$ cat config.mk
export PLATFORM = sky130hd
export DESIGN_NAME = fpcc_compare
export DESIGN_NICKNAME = d
export VERILOG_FILES = /design/src/rtl/fpcmp_pkg.sv /design/src/rtl/fpcmp_classify.sv /design/src/rtl/fpcmp_relate.sv /design/src/rtl/fpcc_compare.sv
export SDC_FILE = /design/constraint.sdc
export NUM_CORES = 1
export LEC_CHECK = 0
export BUFFER_PORTS_ARGS = -buffer_cell sky130_fd_sc_hd__buf_2
export CORE_MARGIN = 4
export CORE_UTILIZATION = 52
export DETAILED_ROUTE_END_ITERATION = 12
export GPL_ROUTABILITY_DRIVEN = 0
export PLACE_DENSITY = 0.95
export SYNTH_ARGS = -nofsm -noshare
export SYNTH_HDL_FRONTEND = slang
export SYNTH_SLANG_ARGS = --single-unit
$ cat constraint.sdc
create_clock -name vclk -period 4.3
set_clock_uncertainty 0.15 [all_clocks]
set_input_delay 0.215 -clock vclk [all_inputs]
set_output_delay 0.215 -clock vclk [all_outputs]
set_load 0.05 [all_outputs]
$ cat src/rtl/fpcmp_pkg.sv
package fpcmp_pkg;

    // Condition selector values; bit 3 marks "NaN passes",
    // bits 2:0 are a mask over {greater, equal, less}.
    typedef enum logic [3:0] {
        CC_FALSE = 4'd0,
        CC_LT    = 4'd1,
        CC_EQ    = 4'd2,
        CC_LE    = 4'd3,
        CC_GT    = 4'd4,
        CC_NE    = 4'd5,
        CC_GE    = 4'd6,
        CC_NUM   = 4'd7,
        CC_NAN   = 4'd8,
        CC_LTU   = 4'd9,
        CC_EQU   = 4'd10,
        CC_LEU   = 4'd11,
        CC_GTU   = 4'd12,
        CC_NEU   = 4'd13,
        CC_GEU   = 4'd14,
        CC_TRUE  = 4'd15
    } cc_code_e;

    // Classification of one operand after optional flush.
    typedef struct packed {
        logic sign;
        logic nan;
        logic zero;
    } fp_tag_t;

    // Relation between the two operands.
    typedef struct packed {
        logic unord;
        logic gt;
        logic eq;
        logic lt;
    } fp_rel_t;

    function automatic logic select_outcome(input logic [3:0] code, input fp_rel_t rel);
        logic hit;
        hit = |(code[2:0] & {rel.gt, rel.eq, rel.lt});
        return (hit & ~rel.unord) | (code[3] & rel.unord);
    endfunction

endpackage

$ cat src/rtl/fpcmp_classify.sv
module fpcmp_classify
    import fpcmp_pkg::*;
#(
    parameter int EXP_W = 8,
    parameter int MAN_W = 23
) (
    input  logic [EXP_W+MAN_W:0]   value,
    input  logic                   flush,
    output fp_tag_t                tag,
    output logic [EXP_W+MAN_W-1:0] mag
);
    localparam int MAG_W = EXP_W + MAN_W;

    logic [EXP_W-1:0] exp_f;
    logic [MAN_W-1:0] man_f;
    logic             exp_max;
    logic             exp_min;

    assign exp_f   = value[MAG_W-1:MAN_W];
    assign man_f   = value[MAN_W-1:0];
    assign exp_max = &exp_f;
    assign exp_min = ~|exp_f;

    always_comb begin
        mag      = (flush && exp_min) ? '0 : value[MAG_W-1:0];
        tag.sign = value[MAG_W];
        tag.nan  = exp_max && (man_f != '0);
        tag.zero = (mag == '0);
    end

    always_comb begin
        if (flush && (value[MAG_W-1:MAN_W] == '0))
            AST_FLUSH_ZERO: assert (tag.zero && !tag.nan);
        if (value[MAG_W-1:MAN_W] != '0)
            AST_NORMAL_KEPT: assert (mag == value[MAG_W-1:0]);
    end

endmodule

$ cat src/rtl/fpcmp_relate.sv
module fpcmp_relate
    import fpcmp_pkg::*;
#(
    parameter int MAG_W = 31
) (
    input  fp_tag_t          tag_a,
    input  fp_tag_t          tag_b,
    input  logic [MAG_W-1:0] mag_a,
    input  logic [MAG_W-1:0] mag_b,
    output fp_rel_t          rel
);
    logic both_zero;
    logic mag_less;
    logic mag_same;

    assign both_zero = tag_a.zero && tag_b.zero;
    assign mag_less  = mag_a < mag_b;
    assign mag_same  = mag_a == mag_b;

    always_comb begin
        rel       = '0;
        rel.unord = tag_a.nan || tag_b.nan;
        if (both_zero) begin
            rel.eq = 1'b1;
        end else if (tag_a.sign != tag_b.sign) begin
            rel.lt = tag_a.sign;
            rel.gt = tag_b.sign;
        end else if (mag_same) begin
            rel.eq = 1'b1;
        end else begin
            rel.lt = tag_a.sign ? !mag_less : mag_less;
            rel.gt = tag_a.sign ? mag_less : !mag_less;
        end
    end

    always_comb begin
        if (!rel.unord)
            AST_ONE_RELATION: assert ($countones({rel.lt, rel.eq, rel.gt}) == 1);
        if (tag_a.zero && tag_b.zero)
            AST_ZERO_SIGN_EQ: assert (rel.eq && !rel.lt && !rel.gt);
        if (!rel.unord && (tag_a.sign != tag_b.sign) && !both_zero)
            AST_SIGN_ORDER: assert (rel.lt == tag_a.sign);
    end

endmodule

$ cat src/rtl/fpcc_compare.sv
module fpcc_compare
    import fpcmp_pkg::*;
#(
    parameter int EXP_W = 8,
    parameter int MAN_W = 23
) (
    input  logic [EXP_W+MAN_W:0] opnd_a,
    input  logic [EXP_W+MAN_W:0] opnd_b,
    input  logic [3:0]           cond_sel,
    input  logic                 flush_en,
    output logic                 result
);
    localparam int MAG_W = EXP_W + MAN_W;
    localparam int NOPS  = 2;

    logic [MAG_W:0]   op_in  [NOPS];
    fp_tag_t          op_tag [NOPS];
    logic [MAG_W-1:0] op_mag [NOPS];
    fp_rel_t          rel;

    assign op_in[0] = opnd_a;
    assign op_in[1] = opnd_b;

    for (genvar i = 0; i < NOPS; i++) begin : g_cls
        fpcmp_classify #(
            .EXP_W (EXP_W),
            .MAN_W (MAN_W)
        ) u_cls (
            .value (op_in[i]),
            .flush (flush_en),
            .tag   (op_tag[i]),
            .mag   (op_mag[i])
        );
    end

    fpcmp_relate #(
        .MAG_W (MAG_W)
    ) u_rel (
        .tag_a (op_tag[0]),
        .tag_b (op_tag[1]),
        .mag_a (op_mag[0]),
        .mag_b (op_mag[1]),
        .rel   (rel)
    );

    assign result = select_outcome(cond_sel, rel);

    always_comb begin
        if (cond_sel == CC_FALSE)
            AST_CONST_LOW: assert (!result);
        if (cond_sel == CC_TRUE)
            AST_CONST_HIGH: assert (result);
        if (rel.unord && !cond_sel[3])
            AST_ORDERED_NAN: assert (!result);
        if (rel.unord && cond_sel[3])
            AST_UNORDERED_NAN: assert (result);
        if (cond_sel == CC_NUM)
            AST_NUM_TEST: assert (result == !(op_tag[0].nan || op_tag[1].nan));
        if (cond_sel == CC_NAN)
            AST_NAN_TEST: assert (result == (op_tag[0].nan || op_tag[1].nan));
    end

endmodule

== Yosys cells after proc, flatten, opt, wreduce, memory -nomap -nowiden ==
Index checks and enable logic that the tools add are counted.
Cells by class
  magnitude comparators: 1
  equality and inequality tests: 2
  multiplexer cells: 13
  bitwise operators: 5
  reduce and logical (&&, ||, !) cells: 18
Operators with widths (number)
  $logic_not 31->1: 2
  $mux 31: 2
  $reduce_bool 23->1: 2
  $eq 31x31->1: 1
  $lt 31x31->1: 1
  $reduce_and 8->1: 2
  $reduce_or 8->1: 2
  $mux 1: 11
  $logic_and 1x1->1: 5
  $and 3x3->3: 1
  $logic_not 1->1: 3
  $reduce_or 3->1: 1
  $and 1x1->1: 2
  $logic_or 1x1->1: 1
  $ne 1x1->1: 1
  $not 1->1: 1
  $or 1x1->1: 1
Storage, ports and cells
  bits in registers: 0
  input port bits: 69
  output and inout bits: 1
  word-level logic and storage cells: 39

== Logic depth before layout (Yosys ltp) ==
  depth in word-level cells: 14
  depth in mapped cells: 12
  gate-level depth less buffers: 11

== Cells and area by module ==
A second synthesis with hierarchy kept.
Unflattened totals
  cell total of the unflattened synthesis: 230
  area, all modules: 1696.6 sq um
Modules (own cells, without submodules)
  fpcmp_relate: instances 1, cells each 125, area an instance 914.6 sq um, seq. area each 0.0 sq um
  fpcmp_classify: instances 2, cells each 51, area an instance 379.1 sq um, seq. area each 0.0 sq um
  fpcc_compare: instances 1, cells each 3, area an instance 23.8 sq um, seq. area each 0.0 sq um

== Worst setup path before layout ==
OpenSTA, ideal clock, no wires.
  kind: in2out
  start: input port opnd_a[26]
  end: output port result
  data arrival time: 3.707 ns
  required time: 3.935 ns
  path slack: 0.228 ns
  cell stages on the path: 12
  path buffers: 1
  cells stage by stage: or4_1 > nor2_1 > nand2_1 > clkbuf_1 > and2_1 > ha_1 > a21oi_1 > o21ai_0 > a221oi_1 > o211ai_1 > o21ba_2 > o311ai_1
On the way
  longest elaborated chain between the ends: 14
  elaborated cells on any way between the ends: 29
  classes of those cells: 1 x order compare; 1 x eq/ne; 12 x mux; 5 x bitwise; 10 x reduce/logical
RTL lines
  from (decl): RTL line fpcc_compare.sv:7  | input logic [EXP_W+MAN_W:0] opnd_a,
  $reduce_or 8->1: RTL line fpcmp_classify.sv:22  | assign exp_min = ~|exp_f;
  $logic_not 1->1: RTL line fpcmp_classify.sv:22
  $logic_and 1x1->1: RTL line fpcmp_classify.sv:25  | mag = (flush && exp_min) ? '0 : value[MAG_W-1:0];
  $mux 31: RTL line fpcmp_classify.sv:25
  $lt 31x31->1: RTL line fpcmp_relate.sv:17  | assign mag_less = mag_a < mag_b;
  $logic_not 1->1: RTL line fpcmp_relate.sv:31, fpcmp_relate.sv:32
  $mux 1, on equally long branches: RTL line fpcmp_relate.sv:31, fpcmp_relate.sv:32
  $mux 1: RTL line fpcmp_relate.sv:28  | end else if (mag_same) begin
  $mux 1: RTL line fpcmp_relate.sv:25  | end else if (tag_a.sign != tag_b.sign) begin
  $mux 1: RTL line fpcmp_relate.sv:23  | if (both_zero) begin
  $and 3x3->3: RTL line fpcmp_pkg.sv:41  | hit = |(code[2:0] & {rel.gt, rel.eq, rel.lt});
  $reduce_or 3->1: RTL line fpcmp_pkg.sv:41
  $and 1x1->1: RTL line fpcmp_pkg.sv:42  | return (hit & ~rel.unord) | (code[3] & rel.unord);
  $or 1x1->1 *: RTL line fpcmp_pkg.sv:42
  to (decl): RTL line fpcc_compare.sv:11  | output logic result
Mark *: on every way between the ends. The rest lies on a longest branch, timed or not.

== Worst setup path in the final report ==
Ends and elaborated chain as after synthesis.

==> metrics <==
status=finished, final reports clean; post-synthesis sequential area ratio=0; # diodes=0; CP max stage cell=or4_1; Min Clock Period, post-route=3954 ps; total power=137.9 uW; post-synth top area share=0.2933; Pwr Density=82.78 nW/um2; DR vias=1711; first-pass GRT wire length=6272 um; die area=3414 um2; Tightest Pin Transition=735.6 ps; cell mode on critical path=buf_2; Seq cells=0; Multi-input gate area=1240 um2; Critical Path Source=opnd_a[26]; Worst Path Required=3930 ps; Hold Crit Class=primary input to output port; fin crit share=0.9196; final wirelength=3889 um; largest net degree at the start of global routing=24; global-route usage over all layers=0.2207; height of the chip=58.43 um; Fin. Hold Viols=0; row count=18; CP Launch Type=primary input; DRT Pass-1 Iters=4; PostCTS Resize Cnt=0; RSZ-0062 raised after global routing=false; count leader, synth=nand2_1; CP peak stage delay=590 ps; Critical Path End=result; Vias per Instance=5.962; number of clock buffers in the layout=0; Core ar.=2455 um2; layout cells sized above 1=0.2996; worst path bufs/invs=2; hpwl dp=3399 um; layout net count=359; relative max-transition margin=0.5084; Starting Density=0.5387; Worst Path Arrival=3590 ps; cts hold-fix bufs=0; main combinational cell family by area after synthesis=simple AND/OR/NAND/NOR gates; CP Class=primary input to output port; adder-cell share of the synthesized area=0.2933; final setup fails=0; number of max-cap violations=0; area grow syn2layout=25.92%; number of distinct library cells after synthesis=31; Die W=58.43 um; I/O pins=70; Max FO, Critical Path=23; Synth area leader=ha_1; FF+latch area=0 um2; Worst path top cell family by delay=simple AND/OR/NAND/NOR gates; Critical Path Stages=13; total of warnings raised by yosys=0; Congestion Overflow GR=0; DRC=0; post-synthesis xor/xnor area fraction=0.006623; Fmax=0.2529 GHz; initial antenna violation count=0; Synth Net Count=299; Post CTS Setup Buffer Count=0; IO Port Bufs=70; Worst IR Drop VDD=0.00006875 V; CP Cell Sequence=buf_2, or4_1, nor2_1, nand2_1, and2_1, ha_1, a21oi_1, o21ai_0, a221oi_1, o211ai_1, o21ba_2, o311ai_1, buf_2; area fraction in compound gates after synthesis=0.1788; post-synthesis cell count=199; simple-gate share of the synthesized area=0.4437; Mapped Area=1323 um2; Final Slew Violations=0; post-synthesis mux area share=0.01514; final setup TNS=0 ps; Worst Setup End Kind=output port; top cells by area, synth=ha_1, and2_1, nand2_1; Antenna Violating Nets Remaining=0; WL/cell=13.55 um; leakage power=0.8788 nW; Iteration-0 DRC Markers=88; vias in the first global route=1539; Synth top cells by count=nand2_1, ha_1, and2_1; Fillers=217; average size of a mapped cell=6.646 um2
worst min path at each step:
| stage | from | endpoint | slack, ps | depth (start not counted) |
|---|---|---|---|---|
| floorplan | flush_en | result | 840 | 3 |
| global placement | cond_sel[0] | result | 840 | 4 |
| detailed placement | cond_sel[0] | result | 870 | 4 |
| CTS | cond_sel[0] | result | 870 | 4 |
| global route | cond_sel[0] | result | 910 | 4 |
| finish | cond_sel[0] | result | 860 | 4 |
through the flow:
stage | area, um2 | setup WS, ps | instances | utilization | hold WS (ps)
4_1_cts | 1665 | 329.0 | 287 | 0.6784 | 871.7
3_3_place_gp | 1665 | 423.1 | 287 | 0.6784 | 839.4
6_report | 1665 | 345.5 | 287 | 0.6784 | 859.4
5_1_grt | 1665 | 87.56 | 287 | 0.6784 | 907.4
3_5_place_dp | 1665 | 341.0 | 287 | 0.6784 | 868.9
2_1_floorplan | 1323 | 228.2 | 199 | - | 837.3
layout make-up:
type                       count  area share
multi-input combinational    177      0.7446
timing repair buffer          70      0.2104
inverter                      10     0.02254
tap                           30     0.02254
worst min-delay path, stage by stage:
cell and delay [ps]:
buf_2 100, mux2i_1 140, o311ai_1 120, buf_2 210
power by group:
| group | internal, mW | switching [mW] |
|---|---|---|
| Combinational | 0.0656 | 0.0723 |
| Sequential | 0 | 0 |
| Clock | 0 | 0 |
layer usage:
layer / vias to the layer above / part of all wire / wire, um / GRT usage
met1: 760 / 0.44 / 1697 / 0.3014
met4: 0 / 0.0080 / 31 / 0.02649
met5: - / 0 / 0 / 0
met2: 87 / 0.48 / 1879 / 0.3907
met3: 6 / 0.072 / 281 / 0.01096
li1: 858 / - / - / -
cells in the final DEF, fill, tap and decap left out, types with 3 or more instances in the layout:
| cell type | count |
|---|---|
| buf_2 | 70 |
| nor2_1 | 7 |
| inv_1 | 10 |
| nand4_1 | 13 |
| nand3_1 | 4 |
| nor3_1 | 3 |
| nand2_1 | 35 |
| nor4_1 | 14 |
| ha_1 | 31 |
| a21oi_1 | 12 |
| o21ai_0 | 9 |
| and2_1 | 24 |
logic make-up (layout without fill, tap and decap cells):
kind of cell,after synthesis,count (layout)
adder cells (fa/ha/maj),31,31
AND/OR/NAND/NOR,107,107
buffers and inverters,22,80
AO/OA/AOI/OAI,36,36
multiplexers,2,2
XOR/XNOR,1,1
Note: power is estimated with default switching activity, not from simulation.
